$ cat src/rtl/sbg_pkg.sv
// Shared types for the SDRAM bank guard.
// Assumes: one command per clock, bank count is a power of two.
package sbg_pkg;

    // Decoded command class seen on the bus this cycle.
    typedef enum logic [2:0] {
        CMD_NONE = 3'd0,
        CMD_ACT  = 3'd1,
        CMD_RD   = 3'd2,
        CMD_WR   = 3'd3,
        CMD_PRE  = 3'd4
    } sbg_cmd_e;

    // Per-bank tracking state.
    typedef enum logic [1:0] {
        BK_IDLE      = 2'd0,  // closed, may be activated
        BK_ACTIVE    = 2'd1,  // open, counter holds off precharge
        BK_CLOSING   = 2'd2,  // precharging, counter holds off activate
        BK_AUTOCLOSE = 2'd3   // open, internal precharge pending
    } sbg_bank_e;

    // Larger of two integers, for parameter arithmetic.
    function automatic int sbg_max(input int a, input int b);
        return (a > b) ? a : b;
    endfunction

endpackage

$ cat src/rtl/sbg_cmd_decode.sv
// Command decoder: turns the four strobes into a command class and a
// per-bank target vector. Assumes addr_ap only widens precharge targets.
module sbg_cmd_decode
    import sbg_pkg::*;
#(
    parameter int NB = 4,
    localparam int BW = $clog2(NB)
) (
    input  logic          cs_n,
    input  logic          ras_n,
    input  logic          cas_n,
    input  logic          we_n,
    input  logic          ap_i,
    input  logic [BW-1:0] bank_i,
    output sbg_cmd_e      cmd_o,
    output logic [NB-1:0] sel_o
);

    // Strobe pattern to command class.
    always_comb begin
        cmd_o = CMD_NONE;
        if (!cs_n) begin
            unique case ({ras_n, cas_n, we_n})
                3'b011:  cmd_o = CMD_ACT;
                3'b101:  cmd_o = CMD_RD;
                3'b100:  cmd_o = CMD_WR;
                3'b010:  cmd_o = CMD_PRE;
                default: cmd_o = CMD_NONE;
            endcase
        end
    end

    // One target line per bank; all lines on an all-bank precharge.
    for (genvar b = 0; b < NB; b++) begin : g_sel
        always_comb begin
            sel_o[b] = (cmd_o != CMD_NONE) &&
                       ((bank_i == BW'(b)) || (cmd_o == CMD_PRE && ap_i));
        end
    end

endmodule

$ cat src/rtl/sbg_bank_track.sv
// One bank's state and hold-off counter. The counter is a saturating
// down-counter: while open it delays precharge, while closing it delays
// activate, while auto-closing it delays the internal precharge.
// Assumes: a violating command leaves state and counter as they would
// be after a NOP.
module sbg_bank_track
    import sbg_pkg::*;
#(
    parameter int BL   = 4,
    parameter int CL   = 3,
    parameter int TRP  = 2,
    parameter int TDPL = 2,
    // Read: last beat at t+CL+BL-1, precharge allowed CL-1 earlier.
    localparam int RD_HOLD = (CL + BL - 1) - (CL - 1) - 1,
    localparam int WR_HOLD = BL + TDPL - 2,
    localparam int MAXH    = sbg_max(sbg_max(RD_HOLD, WR_HOLD), TRP - 1),
    localparam int CW      = $clog2(MAXH + 2)
) (
    input  logic     clk,
    input  logic     rst_n,
    input  sbg_cmd_e cmd_i,
    input  logic     hit_i,
    input  logic     ap_i,
    input  logic     other_rw_i,
    output logic     act_ok_o,
    output logic     pre_ok_o,
    output logic     viol_o
);

    localparam logic [CW-1:0] RD_LD  = CW'(RD_HOLD);
    localparam logic [CW-1:0] WR_LD  = CW'(WR_HOLD);
    localparam logic [CW-1:0] TRP_LD = CW'(TRP - 1);

    sbg_bank_e     state, state_n;
    logic [CW-1:0] cnt, cnt_n, cnt_dec, load;

    // Permissions follow directly from state and counter.
    always_comb begin
        act_ok_o = (state == BK_IDLE) || (state == BK_CLOSING && cnt == '0);
        pre_ok_o = (state == BK_ACTIVE) && (cnt == '0);
    end

    // Next state, next counter and violation for this bank.
    always_comb begin
        cnt_dec = (cnt == '0) ? '0 : cnt - 1'b1;
        state_n = state;
        cnt_n   = cnt_dec;
        viol_o  = 1'b0;
        load    = (cmd_i == CMD_RD) ? RD_LD : WR_LD;

        case (state)
            BK_CLOSING: begin
                if (cnt == '0) state_n = BK_IDLE;
            end
            BK_AUTOCLOSE: begin
                if (cnt == '0 || other_rw_i) begin
                    state_n = BK_CLOSING;
                    cnt_n   = TRP_LD;
                end
            end
            default: ;
        endcase

        if (hit_i) begin
            case (cmd_i)
                CMD_ACT: begin
                    if (act_ok_o) begin
                        state_n = BK_ACTIVE;
                        cnt_n   = '0;
                    end else begin
                        viol_o = 1'b1;
                    end
                end
                CMD_RD, CMD_WR: begin
                    if (state == BK_ACTIVE) begin
                        cnt_n = (cnt_dec > load) ? cnt_dec : load;
                        if (ap_i) state_n = BK_AUTOCLOSE;
                    end else begin
                        viol_o = 1'b1;
                    end
                end
                CMD_PRE: begin
                    if (state == BK_ACTIVE) begin
                        if (cnt == '0) begin
                            state_n = BK_CLOSING;
                            cnt_n   = TRP_LD;
                        end else begin
                            viol_o = 1'b1;
                        end
                    end else if (state == BK_AUTOCLOSE) begin
                        viol_o = 1'b1;
                    end
                end
                default: ;
            endcase
        end
    end

    // State and counter registers.
    always_ff @(posedge clk) begin
        if (!rst_n) begin
            state <= BK_IDLE;
            cnt   <= '0;
        end else begin
            state <= state_n;
            cnt   <= cnt_n;
        end
    end

    // A bank only opens in a cycle after activate was permitted.
    assert_open_needs_allow_R3: assert property (@(posedge clk) disable iff (!rst_n)
        (state == BK_ACTIVE && $past(state) != BK_ACTIVE) |-> $past(act_ok_o));

    // An open bank only starts closing after precharge was permitted.
    assert_close_needs_allow_R8: assert property (@(posedge clk) disable iff (!rst_n)
        (state == BK_CLOSING && $past(state) == BK_ACTIVE) |-> $past(pre_ok_o));

    // The hold-off counter never exceeds the largest load value.
    assert_hold_bound_R4: assert property (@(posedge clk) disable iff (!rst_n)
        cnt <= CW'(MAXH));

    // Auto-close turns into precharge only on expiry or interruption.
    assert_auto_start_R11: assert property (@(posedge clk) disable iff (!rst_n)
        (state == BK_CLOSING && $past(state) == BK_AUTOCLOSE)
        |-> ($past(cnt) == '0 || $past(other_rw_i)));

endmodule

$ cat src/rtl/sdram_bank_guard.sv
// Top: decodes the SDRAM command bus, runs one tracker per bank and
// registers the merged violation flag. Assumes one command per clock.
module sdram_bank_guard
    import sbg_pkg::*;
#(
    parameter int NB   = 4,
    parameter int BL   = 4,
    parameter int CL   = 3,
    parameter int TRP  = 2,
    parameter int TDPL = 2
) (
    input  logic                  clk,
    input  logic                  rst_n,
    input  logic                  cs_n,
    input  logic                  ras_n,
    input  logic                  cas_n,
    input  logic                  we_n,
    input  logic                  addr_ap,
    input  logic [$clog2(NB)-1:0] bank_sel,
    output logic [NB-1:0]         act_ok,
    output logic [NB-1:0]         pre_ok,
    output logic                  viol
);

    sbg_cmd_e      cmd;
    logic [NB-1:0] sel;
    logic [NB-1:0] bank_viol;
    logic          is_rw;

    sbg_cmd_decode #(.NB(NB)) u_dec (
        .cs_n   (cs_n),
        .ras_n  (ras_n),
        .cas_n  (cas_n),
        .we_n   (we_n),
        .ap_i   (addr_ap),
        .bank_i (bank_sel),
        .cmd_o  (cmd),
        .sel_o  (sel)
    );

    // Read or write this cycle, used to interrupt pending auto-closes.
    always_comb is_rw = (cmd == CMD_RD) || (cmd == CMD_WR);

    for (genvar b = 0; b < NB; b++) begin : g_bank
        sbg_bank_track #(
            .BL(BL), .CL(CL), .TRP(TRP), .TDPL(TDPL)
        ) u_bank (
            .clk        (clk),
            .rst_n      (rst_n),
            .cmd_i      (cmd),
            .hit_i      (sel[b]),
            .ap_i       (addr_ap),
            .other_rw_i (is_rw && !sel[b]),
            .act_ok_o   (act_ok[b]),
            .pre_ok_o   (pre_ok[b]),
            .viol_o     (bank_viol[b])
        );
    end

    // Violation flag, one cycle after the offending command.
    always_ff @(posedge clk) begin
        if (!rst_n) viol <= 1'b0;
        else        viol <= |bank_viol;
    end

    // Idle bus cycles never produce a violation.
    assert_quiet_nop_R12: assert property (@(posedge clk) disable iff (!rst_n)
        $past(cmd == CMD_NONE) |-> !viol);

    // A bank that opened was addressed by an activate.
    assert_open_by_act_R1: assert property (@(posedge clk) disable iff (!rst_n)
        ($past(act_ok) & ~act_ok & pre_ok) != '0 |-> $past(cmd == CMD_ACT));

endmodule

$ cat config.mk
export PLATFORM = sky130hd
export DESIGN_NAME = sdram_bank_guard
export DESIGN_NICKNAME = d
export VERILOG_FILES = /design/src/rtl/sbg_pkg.sv /design/src/rtl/sbg_cmd_decode.sv /design/src/rtl/sbg_bank_track.sv /design/src/rtl/sdram_bank_guard.sv
export SDC_FILE = /design/constraint.sdc
export NUM_CORES = 1
export LEC_CHECK = 0
export BUFFER_PORTS_ARGS = -buffer_cell sky130_fd_sc_hd__buf_4
export CAP_MARGIN = 40
export CORE_MARGIN = 5
export CORE_UTILIZATION = 45
export CTS_BUF_LIST = sky130_fd_sc_hd__clkbuf_4 sky130_fd_sc_hd__clkbuf_8
export DETAILED_ROUTE_END_ITERATION = 7
export GPL_TIMING_DRIVEN = 0
export PLACE_DENSITY = 0.74
export SLEW_MARGIN = 15
export SYNTH_ARGS = -nofsm -noshare
export SYNTH_HDL_FRONTEND = slang
export SYNTH_SLANG_ARGS = --single-unit
$ cat constraint.sdc
create_clock -name clk -period 6.65 [get_ports clk]
set_input_delay 0.665 -clock clk [delete_from_list [all_inputs] [get_ports clk]]
set_output_delay 0.665 -clock clk [all_outputs]
set_load 0.01 [all_outputs]
[Yosys cells after proc, flatten, opt, wreduce, memory -nomap -nowiden]
Cells that the tools add are included.
Operators by class
  eq/ne operators: 23
  mux-type cells: 111
  reductions and logical operators: 46
  magnitude comparators: 4
  add/subtract/negate cells: 4
Operators by type and width (number)
  3-bit two-way mux: 38
  2-bit two-way mux: 32
  3-bit one-hot mux with 3 select lines: 4
  1-bit two-way mux: 24
  2-bit one-hot mux with 3 select lines: 4
  2-bit == test, second input constant: 10
  1-bit logical AND: 17
  2-bit one-hot mux with 2 select lines: 4
  1-bit logical OR: 13
  3-bit by 2-bit == test with 1-bit output, second input constant: 4
  3-bit greater-than comparator: 4
  3-bit zero test: 4
  1-bit one-hot mux with 3 select lines: 4
  3-bit one-hot mux with 4 select lines: 1
  3-bit by 1-bit subtractor with 3-bit output, second input constant: 4
  2-bit by 1-bit == test with 1-bit output, second input constant: 5
  2-bit zero test: 5
  3-bit == test, second input constant: 3
  1-bit zero test: 4
  4-bit OR reduction: 1
  3-bit by 1-bit == test with 1-bit output, second input constant: 1
  3-bit nonzero test: 1
  2-bit OR reduction: 1
Storage, ports and cells
  output and inout port bits: 9
  bits of input ports: 9
  logic and storage cells: 197
  flip-flop bits (word level): 21

[Depth between registers and ports, before layout]
Gate-level depths: netlist of the first run.
  word-level depth: 16
  mapped depth: 12
  depth with buffers taken out: 10

[Modules after synthesis]
A second synthesis of the first run with hierarchy kept.
Second synthesis, totals
  cell total of the unflattened synthesis: 405
  area, all modules: 2939.1 um^2
Modules (own cells, without submodules)
  sbg_bank_track: times used 4, area each 691.9 um^2, seq. area each 100.1 um^2, cells each 96
  sbg_cmd_decode: times used 1, area each 110.1 um^2, seq. area each 0.0 um^2, cells each 15
  sdram_bank_guard: times used 1, area each 61.3 um^2, seq. area each 20.0 um^2, cells each 6

[Worst setup path before layout of the first run]
Ideal clock, no wire load.
  path kind: input port to flip-flop
  start point: input port cs_n
  end point: register g_bank[0].u_bank.cnt[0]
  path buffers: 2
  required time: 6.533 ns
  slack: 4.051 ns
  setup time: 0.117 ns
  arrival time: 2.481 ns
  stages: 10
  cell sequence: buf_6 > nor3b_2 > buf_2 > nand2_1 > inv_1 > ha_1 > a32oi_1 > mux2i_1 > o2bb2ai_1 > a32o_1
Between the ends
  cells in the longest elaborated chain, start to end: 14
  elaborated cells between the ends (all ways): 25
  those cells by class: order compare: 1; eq/ne: 4; mux: 11; reduce/logical: 9
Ends and longest elaborated chain
  from (decl): RTL line sdram_bank_guard.sv:14  | input logic cs_n,
  3-bit two-way mux (*): RTL line sbg_cmd_decode.sv:22  | if (!cs_n) begin
  3-bit == test: RTL line sbg_cmd_decode.sv:37, sbg_bank_track.sv:65
  1-bit logical AND: RTL line sbg_cmd_decode.sv:37  | ((bank_i == BW'(b)) || (cmd_o == CMD_PRE && ap_i));
  1-bit logical OR: RTL line sbg_cmd_decode.sv:37
  1-bit logical AND: RTL line sbg_cmd_decode.sv:36  | sel_o[b] = (cmd_o != CMD_NONE) &&
  1-bit zero test: RTL line sdram_bank_guard.sv:53  | .other_rw_i (is_rw && !sel[b]),
  1-bit logical AND: RTL line sdram_bank_guard.sv:53
  1-bit logical OR: RTL line sbg_bank_track.sv:56  | if (cnt == '0 || other_rw_i) begin
  3-bit two-way mux: RTL line sbg_bank_track.sv:56
  3-bit two-way mux: RTL line sbg_bank_track.sv:51  | case (state)
  3-bit two-way mux: RTL line sbg_bank_track.sv:84  | if (cnt == '0) begin
  3-bit two-way mux: RTL line sbg_bank_track.sv:83  | if (state == BK_ACTIVE) begin
  3-bit one-hot mux with 3 select lines: RTL line sbg_bank_track.sv:65  | case (cmd_i)
  3-bit two-way mux (*): RTL line sbg_bank_track.sv:64  | if (hit_i) begin
  to (signal assigned): RTL line sbg_bank_track.sv:106  | cnt <= cnt_n;
  to (decl): RTL line sbg_bank_track.sv:35  | logic [CW-1:0] cnt, cnt_n, cnt_dec, load;
Every way passes the cells marked *; elsewhere a longest branch is shown, timed or not.
A chain may end at the register's enable or synchronous reset.

[Worst setup path after layout of the first run]
Same ends and word-level chain as after synthesis.

==> results of run 1 <==
[through the flow]
stage	hold WS, ns	setup WS (ns)
after global routing	0.631	3.49
after detailed placement	0.565	3.36
final	0.584	3.61
after CTS	0.581	3.63
after global placement	0.562	3.40
after floorplan	0.535	4.05
[registers in the layout, indices dropped and copies added (netlist names)]
| signal | count |
|---|---|
| g_bank.u_bank.state | 8 |
| g_bank.u_bank.cnt | 12 |
| viol | 1 |
[Yosys cell counts (all sizes together) (2+ instances only)]
library cell	instances	area [um^2]
nor2	30	113
o221ai	2	17.5
nand2	29	109
and3	5	31.3
inv	15	56.3
nor3	4	20.0
a22oi	3	22.5
a31oi	5	31.3
a32o	2	20.0
o211a	2	20.0
a32oi	4	35.0
a21boi	3	22.5
and2	6	40.0
clkbuf	9	35.0
o2bb2ai	2	17.5
a211oi	2	15.0
a21oi	26	141
nand2b	6	37.5
a21o	4	30.0
o211ai	6	45.0
o31ai	5	37.5
nor2b	6	37.5
nor4b	2	32.5
mux2i	5	50.1
or3	6	37.5
dfxtp	21	420
or3b	2	17.5
a22o	2	17.5
o21ai	30	161
o21bai	4	30.0
nand3	10	50.1
nor3b	5	47.5
o21a	5	37.5
ha	12	150
o22ai	4	25.0
buf	13	90.1
[metal layers]
layer | vias to the layer above | share of wire (%) | global-route usage (%)
li1 | 1173 | - | -
met1 | 1058 | 44 | 26.4
met2 | 116 | 46 | 32.2
met3 | 16 | 8.4 | 2.82
met4 | 0 | 2.0 | 7.22
met5 | - | 0 | 0
[power by group through the flow]
| stage | combinational, mW | clock (mW) | sequential [mW] |
|---|---|---|---|
| 2_1_floorplan | 0.0306 | 0 | 0.129 |
| 3_3_place_gp | 0.0454 | 0 | 0.129 |
| 3_5_place_dp | 0.0461 | 0 | 0.129 |
| 4_1_cts | 0.0463 | 0.0924 | 0.126 |
| 5_1_grt | 0.0515 | 0.0985 | 0.126 |
| 6_report | 0.0473 | 0.0900 | 0.126 |
[kinds of logic (layout without fill, tap and decap cells)]
logic type | count (synthesis) | in the layout | share of synthesized area (%)
and+or+nand+nor | 116 | 116 | 28.1
muxes | 5 | 5 | 2.30
adders and majority gates | 12 | 12 | 6.89
AOI/OAI and AO/OA | 115 | 115 | 35.1
DFF | 21 | 21 | 19.3
buffers and inverters | 37 | 57 | 8.32
[worst min-delay path: cells and delay by family (launching register included)]
family / cells / cell delay, ns
AOI/OAI and AO/OA: 1 / 0.06
DFF: 1 / 0.36
and+or+nand+nor: 1 / 0.12
[worst paths after layout]
path,startpoint,to,cells past startpoint
max,cs_n,g_bank[0].u_bank.cnt[0]$_SDFF_PN0_,11
min,g_bank[1].u_bank.state[0]$_SDFF_PN0_,g_bank[1].u_bank.state[0]$_SDFF_PN0_,2
max reg2reg,g_bank[3].u_bank.cnt[1]$_SDFF_PN0_,g_bank[3].u_bank.cnt[0]$_SDFF_PN0_,8
min reg2reg,g_bank[1].u_bank.state[0]$_SDFF_PN0_,g_bank[1].u_bank.state[0]$_SDFF_PN0_,2
[cell type report]
class / count / area [um^2] / share of cell area, %
buffer: 22 / 125 / 5.14
clock buffer: 4 / 48.8 / 2.01
inverter: 15 / 56.3 / 2.31
multi-input combinational: 248 / 1580 / 64.9
sequential: 21 / 420 / 17.3
tap: 67 / 83.8 / 3.45
timing repair buffer: 16 / 120 / 4.94
==> qor.yml, run 1 <==
status:
  status: "completed"
layout:
  syn_to_final_growth_pct: 11.6
  stdcell_count: 393
  fin_nets: 348
  design_area_um2: 2430
  final_common_cell: "nor2_1"
  antenna_cells_inserted: 0
  layout_common_cells: "nor2_1, nand2_1, a21oi_1"
  fin_util_pct: 51.5
  fillerInstances: 477
  drive_above_1_share_pct: 13.2
sta:
  hold_viol: 0
  skew_ns: 0.00360
  slew_headroom_pct: 60.6
  setup-violations-final: 0
  fmaxAchievable_mhz: 329
  setup-tns-final_ns: 0
  rsz0062_at_grt: "false"
  drv_slew: 0
  period_share_pct: 45.8
  worst_pin_slew_ns: 0.591
  period_needed_ns: 3.04
setup_path:
  reg2reg_slack_ns: 4.66
  cp_max_fo: 10
  slowest_stage: "inv_1"
  crit_arrival_ns: 3.20
  critPathLaunchType: "primary input"
  cp-end-kind: "flip-flop"
  cp.required_ns: 6.81
  critical_path.top_delay_family: "buffers and inverters"
  crit_buf_inv: 4
  cp_cell_sequence: "buf_4 > buf_6 > nor3b_2 > buf_2 > nand2_1 > inv_1 > ha_1 > a32oi_1 > mux2i_1 > o2bb2ai_1 > a32o_1"
  max_stage_delay_ns: 0.38
  critical_path_class: "in -> reg"
cts:
  hold_buffers: 0
  cts_root_buffer: "clkbuf_8"
  postCtsSetupRepairBufs: 0
  cts.repair.resized: 0
  clock_path_buffers: 2
  cts.sinks: 21
  clock_latency_ns: 0.26
  cts.reportedPaths.clkPinSlew_ns: 0.08
  numCtsBuffers: 3
  cts_tree: "yes"
  htree_levels: 1
power_and_ir_drop:
  powerDensity_nw_per_um2: 108
  seqPwrFrac_pct: 47.9
  p_sw_share_pct: 27.7
  share_comb_of_total_power_pct: 18.0
  max-vdd-ir-drop_uv: 63.7
  clockPowerShare_pct: 34.2
  totalPowerFinal_mw: 0.263
  p_switching_mw: 0.0729
  p_leak_nw: 1.00
  internal_power_mw: 0.190
global_route:
  grt.overflow.total: 0
  grt_use_total_pct: 19.8
  grt_pass1_wl_um: 10100
  grt_max_degree: 12
  first_global_vias: 2143
  antenna_found_initial: 0
die:
  start_util_pct: 46.1
  die_w_um: 79.6
  fp-row-count: 25
  core_area_um2: 4720
  top_level_ports: 18
  die-area_um2: 6340
  dieHeight_um: 79.6
placement:
  hpwl_um: 4460
  gp_congestion: 0.949
  dpl.cell_count: 389
  place_area_um2: 2380
  port-buffer-count: 16
synth:
  syn_inst: 306
  synth-seq-cells: 21
  ys_warn_count: 0
  synthArstFlopShare_pct: 0
  syn_area_um2: 2180
  syn_nets: 327
  synth_cell_types: 56
  ys_seq_area_share_pct: 19.3
  synth-edff-count: 0
  ys.flop_type: "dfxtp_1"
  avgSynthCellArea_um2: 7.12
run:
  maxCapViolCount: 0
drt:
  route.detailed.drc: 0
  vias_per_cell: 6.01
  drt_iter0_markers: 181
  drtAntennaViolNets: 0
  dr_total_vias: 2363
  firstDrtPassIters: 5
  wl_per_cell_um: 15.3
  drt_wl_total_um: 6000
worst_hold_path:
  hp-class: "reg -> reg"
Note: power is estimated with default switching activity, not from simulation.
==> run 2: changes to the inputs <==
Settings changed: PLACE_DENSITY 0.74 to 0.76.
Clock period 6.65 ns to 2.6 ns, I/O delays scaled along.
==> run 2 against run 1 <==
Sequential share of layout area about the same. Clock skew rose by 0.0054 ns. Clock power rose to 2.6 times the previous value. Design area rose by 0.26%. Critical path type unchanged. Critical endpoint unchanged. Largest cell class unchanged.
==> qor.yml, run 2 (synthesized netlist as in run 1, its figures left out) <==
status:
  status: "completed"
sta:
  slew_headroom_pct: 56.6  # -4.0 points
  fmaxAchievable_mhz: 417
  rsz0062_at_grt: "false"
  setup-violations-final: 0  # unchanged
  hold_ws_ns: 0.384  # -0.200 ns
  skew_ns: 0.00897  # +0.00537 ns
  worst_pin_slew_ns: 0.651  # +0.0604 ns
  drv_slew: 0  # unchanged
  period_needed_ns: 2.40
  hold_viol: 0  # unchanged
  period_share_pct: 92.3
die:
  top_level_ports: 18  # unchanged
  core_area_um2: 4720  # unchanged
  dieHeight_um: 79.6  # unchanged
  die-area_um2: 6340  # unchanged
  start_util_pct: 46.1  # unchanged
  fp-row-count: 25  # unchanged
  die_w_um: 79.6  # unchanged
placement:
  hpwl_um: 4470  # about the same
  port-buffer-count: 16  # unchanged
  gp_congestion: 0.941  # -0.86%
  place_area_um2: 2380  # unchanged
  dpl.cell_count: 389  # unchanged
cts:
  clock_path_buffers: 2  # unchanged
  cts_tree: "yes"
  numCtsBuffers: 3  # unchanged
  hold_buffers: 0  # unchanged
  cts.reportedPaths.clkPinSlew_ns: 0.09  # about the same
  cts_root_buffer: "clkbuf_8"
  cts.sinks: 21  # unchanged
  clock_latency_ns: 0.27  # about the same
  htree_levels: 1  # unchanged
setup_path:
  slowest_stage: "nor3b_2"
  critPathLaunchType: "primary input"
  critical_path.top_delay_family: "buffers and inverters"
  crit_arrival_ns: 2.56  # -0.64 ns
  cp-end-kind: "flip-flop"
  crit_cells: 11  # unchanged
  reg2reg_slack_ns: 0.61  # -4.05 ns
  critical_path_class: "in -> reg"
  worstReg2RegEnd: "g_bank[1].u_bank.cnt[0]$_SDFF_PN0_"
  cp_cell_sequence: "buf_4 > buf_6 > nor3b_2 > clkbuf_4 > nand2_2 > clkinvlp_4 > ha_1 > a32oi_1 > mux2i_1 > o2bb2ai_1 > a32o_1"
  r2r_start: "g_bank[1].u_bank.cnt[0]$_SDFF_PN0_"
  cp_max_fo: 10  # unchanged
  ff2ff_path_depth: 10  # +2
  cp.required_ns: 2.76  # -4.05 ns
  crit_buf_inv: 4  # unchanged
  max_stage_delay_ns: 0.30  # -0.08 ns
drt:
  met1Wirelength_um: 2670  # +1.5%
  firstDrtPassIters: 5  # unchanged
  top_layer: "met4"
  dr_total_vias: 2404  # +1.7%
  vias_per_cell: 6.12  # +1.7%
  route.detailed.drc: 0  # unchanged
  drt_wl_total_um: 6100  # +1.7%
  drt_iter0_markers: 305  # +69%
  wl_per_cell_um: 15.5  # +1.7%
  wl_met2_um: 2850  # +3.6%
  drtAntennaViolNets: 0  # unchanged
  wl_met3_um: 453  # -9.9%
layout:
  antenna_cells_inserted: 0  # unchanged
  largest_register_ffs: 12  # unchanged
  stdcell_count: 393  # unchanged
  final_common_cell: "nor2_1"
  design_area_um2: 2440  # +0.26%
  top_register: "g_bank.u_bank.cnt"
  multi_input_area_um2: 1580  # +0.16%
  layout_common_cells: "nor2_1, nand2_1, a21oi_1"
  syn_to_final_growth_pct: 11.9
  fillerInstances: 493  # +3.4%
  ff_latch_area_um2: 420  # unchanged
  fin_util_pct: 51.6  # +0.13 points
  drive_above_1_share_pct: 13.8  # +0.61 points
  fin_nets: 348  # unchanged
  reg_top3: "g_bank.u_bank.cnt: 12 flops, g_bank.u_bank.state: 8 flops, viol: 1 flops"
worst_hold_path:
  min_path_cells: 3  # +1
  hp-start: "addr_ap"
  hp-class: "in -> reg"
  min_delay_worst_endpoint: "g_bank[3].u_bank.state[0]$_SDFF_PN0_"
global_route:
  grt_pass1_wl_um: 10400  # +2.7%
  grt.overflow.total: 0  # unchanged
  grt_use_total_pct: 19.8  # about the same
  first_global_vias: 2247  # +4.9%
  antenna_found_initial: 0  # unchanged
  grt_max_degree: 13  # +1
power_and_ir_drop:
  p_leak_nw: 0.993  # -1.0%
  powerDensity_nw_per_um2: 277  # +160%
  totalPowerFinal_mw: 0.676  # +160%
  max-vdd-ir-drop_uv: 124  # +95%
run:
  maxCapViolCount: 0  # unchanged
==> run 2: cell types whose count changed in the layout (fill, tap and decap cells not counted) <==
cell        previous run  this run
buf_2                  3         2
clkinv_2               0         1
clkinvlp_4             0         1
inv_1                 15        14
nand2_1               29        28
nand2_2                0         1
==> run 2: final cells by class <==
| type | count | share of cell area (%) |
|---|---|---|
| Timing Repair Buffer | 16 | 4.93 |
| Multi-Input combinational cell | 248 | 64.8 |
| Clock buffer | 3 | 1.69 |
| Buffer | 22 | 5.23 |
| Inverter | 15 | 2.46 |
| Clock inverter | 1 | 0.205 |
| Tap cell | 67 | 3.44 |
| Sequential cell | 21 | 17.2 |
==> run 2: tightest hold or removal path, delay by kind of cell <==
family                 cells  cell delay (ns)
buffers and inverters      1             0.13
and+or+nand+nor            1             0.13
AOI/OAI and AO/OA          1             0.09
==> run 2: where the power goes <==
| part | total (mW) | internal (mW) | switching (mW) |
|---|---|---|---|
| clock | 0.230 | 0.107 | 0.123 |
| sequential | 0.322 | 0.322 | 0.000521 |
| combinational | 0.123 | 0.0458 | 0.0770 |
| total | 0.676 | 0.475 | 0.201 |
==> run 2: worst max-delay path by stage <==
stage | endpoint | slack, ns | start
final | g_bank[0].u_bank.cnt[0]$_SDFF_PN0_ | 0.20 | cs_n
after global routing | g_bank[0].u_bank.cnt[0]$_SDFF_PN0_ | 0.01 | cs_n
after CTS | g_bank[0].u_bank.cnt[0]$_SDFF_PN0_ | 0.08 | cs_n
after detailed placement | g_bank[2].u_bank.cnt[2]$_SDFF_PN0_ | -0.27 | cs_n
after global placement | g_bank[0].u_bank.cnt[0]$_SDFF_PN0_ | -0.27 | cs_n
after floorplan | g_bank[0].u_bank.cnt[0]$_SDFF_PN0_ | 0.41 | cs_n
==> run 2: routing by layer <==
metal  global-route usage, %  vias to the layer above
li1                        -                     1166
met2                    32.1                      116
met3                    2.60                       19
met1                    26.2                     1103
met5                       0                        -
met4                    8.42                        0
==> run 2: through the flow <==
step	setup TNS, ns	setup WS [ns]
after floorplan	0	0.406
after global placement	-1.36	-0.268
after detailed placement	-1.61	-0.266
after CTS	0	0.0760
after global routing	0	0.0133
final	0	0.200
==> run 2: repair_timing <==
item / CTS / global route
endpoints found under the setup margin: 2 / 5
resized for setup: 1 / 2
buffers inserted: 0 / 0
